File: src/rtl/tbc_pkg.sv
package tbc_pkg;
  localparam int BYTE_W = 8;
  localparam int VAL_W  = BYTE_W - 1;
  localparam int SEL_W  = 4;

  // Expected address byte for a given address-select pin value.
  function automatic logic [BYTE_W-1:0] own_addr(input logic a);
    return {6'b100000, a, 1'b0};
  endfunction

  // Next function index in stepping mode, wrapping after the last one.
  function automatic logic [SEL_W-1:0] step_idx(input logic [SEL_W-1:0] idx, input int n);
    return (idx == SEL_W'(n - 1)) ? '0 : idx + 1'b1;
  endfunction

  // Power-on code for each function register.
  function automatic logic [VAL_W-1:0] reset_code(input int idx);
    case (idx)
      0:       return 7'h3F;
      1:       return 7'h1F;
      4, 5, 6, 7: return 7'h7F;
      default: return 7'h00;
    endcase
  endfunction
endpackage

File: src/rtl/tbc_sync.sv
module tbc_sync #(
  parameter int W = 2
) (
  input  logic         clk,
  input  logic         rst_n,
  input  logic [W-1:0] d_i,
  output logic [W-1:0] q_o
);
  logic [W-1:0] meta_q;

  always_ff @(posedge clk or negedge rst_n) begin
    if (!rst_n) begin
      meta_q <= '1;
      q_o    <= '1;
    end else begin
      meta_q <= d_i;
      q_o    <= meta_q;
    end
  end
endmodule

File: src/rtl/tbc_bus_rx.sv
module tbc_bus_rx
  import tbc_pkg::*;
(
  input  logic              clk,
  input  logic              rst_n,
  input  logic              scl_s,
  input  logic              sda_s,
  input  logic              addr_sel,
  output logic              start_ev,
  output logic              stop_ev,
  output logic              scl_fall_ev,
  output logic              byte_vld,
  output logic [BYTE_W-1:0] byte_data,
  output logic              sda_oe,
  output logic              active
);
  localparam int CNT_W = $clog2(BYTE_W + 1);

  logic              scl_q, sda_q;
  logic              in_addr, ack_ph;
  logic [CNT_W-1:0]  bit_cnt;
  logic [BYTE_W-1:0] shreg;
  logic              scl_rise_ev, byte_full;

  assign scl_rise_ev = scl_s & ~scl_q;
  assign scl_fall_ev = ~scl_s & scl_q;
  assign start_ev    = scl_s & scl_q & sda_q & ~sda_s;
  assign stop_ev     = scl_s & scl_q & ~sda_q & sda_s;
  assign byte_full   = (bit_cnt == CNT_W'(BYTE_W));

  always_ff @(posedge clk or negedge rst_n) begin
    if (!rst_n) begin
      scl_q     <= 1'b1;
      sda_q     <= 1'b1;
      active    <= 1'b0;
      in_addr   <= 1'b0;
      ack_ph    <= 1'b0;
      bit_cnt   <= '0;
      shreg     <= '0;
      sda_oe    <= 1'b0;
      byte_vld  <= 1'b0;
      byte_data <= '0;
    end else begin
      scl_q    <= scl_s;
      sda_q    <= sda_s;
      byte_vld <= 1'b0;
      if (start_ev) begin
        active  <= 1'b1;
        in_addr <= 1'b1;
        ack_ph  <= 1'b0;
        bit_cnt <= '0;
        sda_oe  <= 1'b0;
      end else if (stop_ev) begin
        active <= 1'b0;
        ack_ph <= 1'b0;
        sda_oe <= 1'b0;
      end else if (active) begin
        if (scl_rise_ev && !ack_ph && !byte_full) begin
          shreg   <= {shreg[BYTE_W-2:0], sda_s};
          bit_cnt <= bit_cnt + 1'b1;
        end else if (scl_fall_ev) begin
          if (ack_ph) begin
            ack_ph  <= 1'b0;
            sda_oe  <= 1'b0;
            bit_cnt <= '0;
          end else if (byte_full) begin
            if (in_addr) begin
              in_addr <= 1'b0;
              if (shreg == own_addr(addr_sel)) begin
                ack_ph <= 1'b1;
                sda_oe <= 1'b1;
              end else begin
                active <= 1'b0;
              end
            end else begin
              ack_ph    <= 1'b1;
              sda_oe    <= 1'b1;
              byte_vld  <= 1'b1;
              byte_data <= shreg;
            end
          end
        end
      end
    end
  end
endmodule

File: src/rtl/tbc_regbank.sv
module tbc_regbank
  import tbc_pkg::*;
#(
  parameter int NUM_FUNCS = 9,
  parameter int IDX_W     = $clog2(NUM_FUNCS)
) (
  input  logic                       clk,
  input  logic                       rst_n,
  input  logic                       start_ev,
  input  logic                       byte_vld,
  input  logic [BYTE_W-1:0]          byte_data,
  output logic [NUM_FUNCS*VAL_W-1:0] regs_o,
  output logic                       wr_stb_o,
  output logic [IDX_W-1:0]           wr_idx_o
);
  logic [VAL_W-1:0] regs_q [NUM_FUNCS];
  logic [SEL_W-1:0] cur_idx, sel_field, tgt_idx;
  logic             sel_ok, inc_mode;

  assign sel_field = byte_data[SEL_W:1];
  assign tgt_idx   = inc_mode ? step_idx(cur_idx, NUM_FUNCS) : cur_idx;

  always_ff @(posedge clk or negedge rst_n) begin
    if (!rst_n) begin
      for (int i = 0; i < NUM_FUNCS; i++) regs_q[i] <= reset_code(i);
      cur_idx  <= '0;
      sel_ok   <= 1'b0;
      inc_mode <= 1'b0;
      wr_stb_o <= 1'b0;
      wr_idx_o <= '0;
    end else begin
      wr_stb_o <= 1'b0;
      if (start_ev) begin
        sel_ok <= 1'b0;
      end else if (byte_vld) begin
        if (!byte_data[BYTE_W-1]) begin
          cur_idx  <= sel_field;
          inc_mode <= byte_data[0];
          sel_ok   <= ({1'b0, sel_field} < (SEL_W+1)'(NUM_FUNCS));
        end else if (sel_ok) begin
          regs_q[tgt_idx[IDX_W-1:0]] <= byte_data[VAL_W-1:0];
          cur_idx  <= tgt_idx;
          wr_stb_o <= 1'b1;
          wr_idx_o <= tgt_idx[IDX_W-1:0];
        end
      end
    end
  end

  for (genvar g = 0; g < NUM_FUNCS; g++) begin : g_flat
    assign regs_o[g*VAL_W +: VAL_W] = regs_q[g];
  end
endmodule

File: src/rtl/tbc_ctrl_if.sv
module tbc_ctrl_if #(
  parameter int NUM_FUNCS = 9
) (
  input  logic                            clk,
  input  logic                            rst_n,
  input  logic                            addr_sel_i,
  input  logic                            scl_i,
  input  logic                            sda_i,
  output logic                            sda_oe_o,
  output logic [NUM_FUNCS*7-1:0]          regs_o,
  output logic                            wr_stb_o,
  output logic [$clog2(NUM_FUNCS)-1:0]    wr_idx_o
);
  import tbc_pkg::*;

  logic [1:0]        sync_w;
  logic              start_w, stop_w, scl_fall_w, byte_vld_w, active_w;
  logic [BYTE_W-1:0] byte_w;

  tbc_sync #(.W(2)) u_sync (
    .clk   (clk),
    .rst_n (rst_n),
    .d_i   ({scl_i, sda_i}),
    .q_o   (sync_w)
  );

  tbc_bus_rx u_rx (
    .clk         (clk),
    .rst_n       (rst_n),
    .scl_s       (sync_w[1]),
    .sda_s       (sync_w[0]),
    .addr_sel    (addr_sel_i),
    .start_ev    (start_w),
    .stop_ev     (stop_w),
    .scl_fall_ev (scl_fall_w),
    .byte_vld    (byte_vld_w),
    .byte_data   (byte_w),
    .sda_oe      (sda_oe_o),
    .active      (active_w)
  );

  tbc_regbank #(.NUM_FUNCS(NUM_FUNCS)) u_bank (
    .clk       (clk),
    .rst_n     (rst_n),
    .start_ev  (start_w),
    .byte_vld  (byte_vld_w),
    .byte_data (byte_w),
    .regs_o    (regs_o),
    .wr_stb_o  (wr_stb_o),
    .wr_idx_o  (wr_idx_o)
  );
endmodule

File: config.mk
export PLATFORM = sky130hd
export DESIGN_NAME = tbc_ctrl_if
export DESIGN_NICKNAME = d
export VERILOG_FILES = /design/src/rtl/tbc_pkg.sv /design/src/rtl/tbc_sync.sv /design/src/rtl/tbc_bus_rx.sv /design/src/rtl/tbc_regbank.sv /design/src/rtl/tbc_ctrl_if.sv
export SDC_FILE = /design/constraint.sdc
export NUM_CORES = 1
export LEC_CHECK = 0
export BUFFER_PORTS_ARGS = -buffer_cell sky130_fd_sc_hd__buf_4
export CAP_MARGIN = 20
export CORE_ASPECT_RATIO = 0.9
export CORE_MARGIN = 2
export CORE_UTILIZATION = 56
export CTS_BUF_LIST = sky130_fd_sc_hd__clkbuf_16
export CTS_CLUSTER_DIAMETER = 50
export CTS_CLUSTER_SIZE = 24
export DETAILED_ROUTE_END_ITERATION = 8
export GPL_ROUTABILITY_DRIVEN = 0
export PLACE_DENSITY_LB_ADDON = 0.1
export SLEW_MARGIN = 15
export SYNTH_ARGS = -nofsm -noshare
export SYNTH_HDL_FRONTEND = slang
export SYNTH_SLANG_ARGS = --single-unit
File: constraint.sdc
create_clock -name clk -period 2.2 [get_ports clk]
set_input_delay 0.44 -clock clk [delete_from_list [all_inputs] [get_ports clk]]
set_output_delay 0.44 -clock clk [all_outputs]
set_load 0.05 [all_outputs]
Yosys cells after proc, flatten, opt, wreduce, memory -nomap -nowiden. Index checks and enable logic that the tools add are counted. W data, S select, Z words.

Flip-flop bits (word level): 105. Output and inout bits: 69. Logic and storage cells: 143.

Reductions and logical operators: 24. Bitwise operators: 18. Add/sub/neg operators: 2. Equal/unequal tests: 10. Magnitude comparators: 3. Mux-type cells: 60.

Operators with widths (count): $bwmux W63 (1); $mux W1 (47); $mux W4 (10); $demux W7 S4 (1); $reduce_and A4 Y1 (3); $reduce_bool A3 Y1 (4); $not A1 Y1 (10); $reduce_and A3 Y1 (3); $add A4 B1 Y4 const B (2); $eq A4 B4 Y1 const B (2); $eq A8 B8 Y1 (1); $ne A2 B2 Y1 const B (4); $reduce_and A8 Y1 (1); $reduce_bool A2 Y1 (4); $and A1 B1 Y1 (7); $mux W7 (1); $reduce_and A6 Y1 (1); $ge A5 B5 Y1 const B (1); $lt A5 B1 Y1 const B (1); $ne A5 B5 Y1 const B (1); $not A4 Y5 (1); $reduce_and A5 Y1 (1); $lt A4 B4 Y1 const B (1); $reduce_bool A4 Y1 (1); 5 further kinds (8).

Depth between registers and ports, before layout.
Word-level depth: 10. Mapped depth: 8. Mapped depth without buffers: 7.

Cells and area by module. A second synthesis with hierarchy kept.

Cells, all modules: 311. Area, all modules: 4534.3 um^2.

Modules (own cells, without submodules): tbc_regbank (instances 1, sequential area each 1900.6 um^2, cells each 219, area an instance 3214.3 um^2); tbc_bus_rx (instances 1, sequential area each 678.2 um^2, cells each 88, area an instance 1214.9 um^2); tbc_sync (instances 1, sequential area each 105.1 um^2, cells each 4, area an instance 105.1 um^2).

Worst setup path after synthesis. OpenSTA, ideal clock, no wires.

Kind: reg2reg. Start: register u_bank.cur_idx[0]. End: register u_bank.regs_q (netlist bit u_bank.regs_o[56]). Buffers on the path: 1. Clock period less this slack: 1950 ps. Slack: 250 ps. Data arrival time: 1825 ps. Setup time: 125 ps. Data required time: 2075 ps. Cell stages (with the launch flop): 9. Path through: dfrtp_1 buf_2 inv_1 ha_1 nand2_1 o31a_1 nor3_4 nand3_2 mux2_2.

Longest elaborated chain between the ends: 9. Elaborated cells between the ends (all ways): 11.

RTL lines: start, declared (RTL line tbc_regbank.sv:17) `logic [SEL_W-1:0] cur_idx, sel_field, tgt_idx;`; start signal, assigned (RTL line tbc_regbank.sv:37) `cur_idx <= sel_field;`; start signal, assigned (RTL line tbc_regbank.sv:42) `cur_idx <= tgt_idx;`; $add A4 B1 Y4 / $eq A4 B4 Y1 (equally long branches) (RTL line tbc_pkg.sv:13) `return (idx == SEL_W'(n - 1)) ? '0 : idx + 1'b1;`; $mux W4 (RTL line tbc_pkg.sv:13); $mux W4 (*) (RTL line tbc_regbank.sv:21) `assign tgt_idx = inc_mode ? step_idx(cur_idx, NUM_FUNCS) : cur_idx;`; $not A4 Y5 (not written as such) (*) (RTL line tbc_regbank.sv:41) `regs_q[tgt_idx[IDX_W-1:0]] <= byte_data[VAL_W-1:0];`; $ge A5 B5 Y1 (not written as such) / $lt A5 B1 Y1 (equally long branches) (RTL line tbc_regbank.sv:41); $logic_and A1 B1 Y1 (not written as such) (RTL line tbc_regbank.sv:41); $mux W7 (not written as such) (RTL line tbc_regbank.sv:41); $demux W7 S4 (*) (RTL line tbc_regbank.sv:41); $bwmux W63 (*) (RTL line tbc_regbank.sv:41); end signal, assigned by index (RTL line tbc_regbank.sv:41); end, declared (RTL line tbc_regbank.sv:16) `logic [VAL_W-1:0] regs_q [NUM_FUNCS];`.

Every way passes the cells marked *; elsewhere a longest branch is shown, timed or not. A chain may end at the register's enable or synchronous reset.

Worst setup path after layout.
Start: register u_bank.cur_idx[1]. End: register u_bank.regs_q (netlist bit u_bank.regs_o[58]).

Same word-level chain as after synthesis.

==> impl_metrics.ini <==
[yosys]
synth.avg_cell_area_sq_um = 13.73
async_reset_ff_frac = 1.000
synth_cell_type_count = 51
ys_warn_count = 0
yosys.area.top_type = dfrtp_1
syn_inst = 326
synth_top_area_frac = 0.3354
yosysSeqAreaShare = 0.5995
synth_enable_flop_cells = 0
ys_top_cells_by_area = dfrtp_1 34%, dfstp_2 26%, mux2_2 20%, nand2_1 1.8%, ha_1 1.1%
ys_ff_latch = 105
synth_nets = 335
synthFlopType = dfrtp_1
mappedNetlistArea_sq_um = 4477

[grt]
grt_remaining_overflow = 0
grt_max_degree = 50
antenna_found_initial = 0
grt_util_all_layers = 0.2173
grt_pass1_wl_um = 14530
grt_pass1_vias = 2774

[finish]
utilization = 0.7165
fin_cells = 507
layout_common_cells = 81 x buf_4, 78 x mux2_2, 58 x dfrtp_1
final_common_cell = buf_4
nets = 415
drive_above_1_share = 0.5912
nFillCells = 544
area_delta_synth_final_pct = 22.55
diodes = 0

[sta]
fin_crit_ps = 2129
max-slew-margin-rel = 0.5647
fmax_mhz = 469.8
worst_hold_slack_ps = 46.89
fin_tns_setup_ps = 0
finalCritPeriodShare = 0.9676
setup_viol = 0
hold_viol = 0
tightest_slew_ps = 646.1
worst_clock_skew_ps = 9.389
final_max_slew_viol_count = 0

[cts]
numCtsBuffers = 9
clkSinkCount = 105
insertion_delay_ps = 340
cts_tree = built
cts_max_level = 3
cts_buffer_depth = 2
path_clk_slew_ps = 70
root_buffer = clkbuf_16

[floorplan]
start_util = 0.5846
die_height_um = 88.82
std_cell_rows = 30
fp.dieW_um = 98.25
core_sq_um = 7657
boundaryPins = 74
die-area_sq_um = 8726

[worst_setup_path]
crit_type = reg -> reg
cp.arrival_ps = 2350
endpoint_kind = flop
crit_buf_inv = 2
critPathMaxStageDelay_ps = 440
worstPathCellList = inv_2 -> ha_2 -> nand2_1 -> o31a_1 -> nor3_4 -> buf_6 -> nand3_4 -> mux2_2
cp-start-kind = flop
crit_path_top_delay_cell = dfrtp_2
cp.required_ps = 2420
path_delay_family = simple AND/OR/NAND/NOR gates
worstPathMaxFanout = 7

[pwr]
power-per-cell-area_nw_per_um2 = 665.9
comb_power_share = 0.036
switching_power_uw = 791.6
p_leak_nw = 2.698
power.total_mw = 3.654
irDropWorstVdd_v = 0.0006112
seqPwrFrac = 0.552
intPower_mw = 2.862
clkPwrFrac = 0.412
power.share.switching = 0.2167

[place]
post-place-cells = 487
post-dp-hpwl_um = 6219
port_buffers = 73

[routing]
drtPass1Iterations = 4
post_drt_wl_per_cell_um = 17.86
vias_per_cell = 5.619
num_vias = 2849
drtAntennaViolNets = 0
drcViolationCount = 0
drt_iter0_drc = 93
drt_wl_total_um = 9055

[run_status]
status = complete, no violations

[hold_path]
hp-class = in -> async

[job]
maxCapViolCount = 0
-- flip-flops by register name, summed over array words and instances, names as in the netlist --
| signal | cells |
|---|---|
| u_bank.regs_o | 63 |
| u_bank.cur_idx | 4 |
| u_rx.scl_q | 1 |
| u_bank.wr_stb_o | 1 |
| u_rx.sda_q | 1 |
| u_sync.q_o | 2 |
| u_rx.sda_oe | 1 |
| u_bank.wr_idx_o | 4 |
| u_rx.bit_cnt | 4 |
| u_rx.ack_ph | 1 |
| u_rx.shreg | 8 |
| u_rx.in_addr | 1 |
| u_bank.inc_mode | 1 |
| u_bank.sel_ok | 1 |
| u_sync.meta_q | 2 |
| u_rx.active | 1 |
| u_rx.byte_vld | 1 |
| u_rx.byte_data | 8 |
-- synthesized netlist by cell type, drive strengths merged (2+ instances only) --
| library cell | n |
|---|---|
| a21boi | 3 |
| a21oi | 8 |
| and2 | 2 |
| buf | 8 |
| clkbuf | 6 |
| dfrtp | 60 |
| dfstp | 45 |
| ha | 4 |
| inv | 8 |
| mux2 | 80 |
| mux2i | 2 |
| nand2 | 29 |
| nand3 | 8 |
| nand3b | 2 |
| nand4 | 3 |
| nor2 | 8 |
| nor2b | 4 |
| nor3 | 7 |
| o21a | 2 |
| o21ai | 7 |
| o22ai | 4 |
| o31ai | 2 |
| or3 | 2 |
| xnor2 | 3 |
| xor2 | 2 |
-- cell families (layout without fill, tap and decap cells) --
kind of cell | after synthesis | count (layout) | synth area share
flip-flops | 105 | 105 | 0.5995
multiplexers | 82 | 82 | 0.2057
AND/OR/NAND/NOR | 72 | 72 | 0.09838
AO/OA/AOI/OAI | 36 | 36 | 0.05478
buffers and inverters | 22 | 107 | 0.02068
XOR/XNOR | 5 | 5 | 0.009784
adder cells (fa/ha/maj) | 4 | 4 | 0.01118
-- per-stage QoR --
step / instance area [sq um] / worst slack, ps
after detailed placement: 5140 / 88.24
after global routing: 5487 / -31.61
final: 5487 / 71.31
after floorplan: 4477 / 249.9
after CTS: 5424 / 40.75
after global placement: 5140 / 151.7
-- power by group through the flow --
stage	logic, mW	clock network [mW]	registers [mW]
floorplan	0.0745	0	2.04
global placement	0.131	0	2.05
detailed placement	0.134	0	2.05
CTS	0.135	1.54	2.02
global route	0.152	1.62	2.02
finish	0.131	1.51	2.02
-- area by class of cell --
cell class | count | area, sq um | share of cell area
flip-flops and latches | 105 | 2686 | 0.4896
multi-input cells | 199 | 1727 | 0.3147
repair buffers | 83 | 639.4 | 0.1165
clock buffers | 10 | 250.2 | 0.04561
well taps | 96 | 120.1 | 0.02189
clock inverters | 6 | 33.78 | 0.006157
inverters | 8 | 30.03 | 0.005473
-- timing repair --
item | CTS | global route
buffers inserted | 0 | 4
gates resized for setup | 0 | 10
hold buffers | 0 | 0
setup endpoints to repair | 0 | 49
-- worst paths after layout --
kind	from	cells after the start	to	slack, ps
min in group clk	sda_i	1	u_sync.meta_q[0]	200
max reg2reg	u_bank.cur_idx[1]	8	u_bank.regs_o[58]	70
max in group asynchronous	rst_n	2	u_bank.regs_o[41]	1440
min	rst_n	1	u_bank.regs_o[17]	50
min reg2reg	u_sync.meta_q[1]	0	u_sync.q_o[1]	360
max	u_bank.cur_idx[1]	8	u_bank.regs_o[58]	70
-- routing by layer --
layer,global-route usage,vias to the layer above,routed length (um)
met5,0,-,0
met4,0.05978,0,80
met3,0.05371,7,412
met2,0.3450,84,4395
met1,0.3054,1438,4165
li1,-,1320,-
No activity file was read; power rests on OpenSTA's default activity.
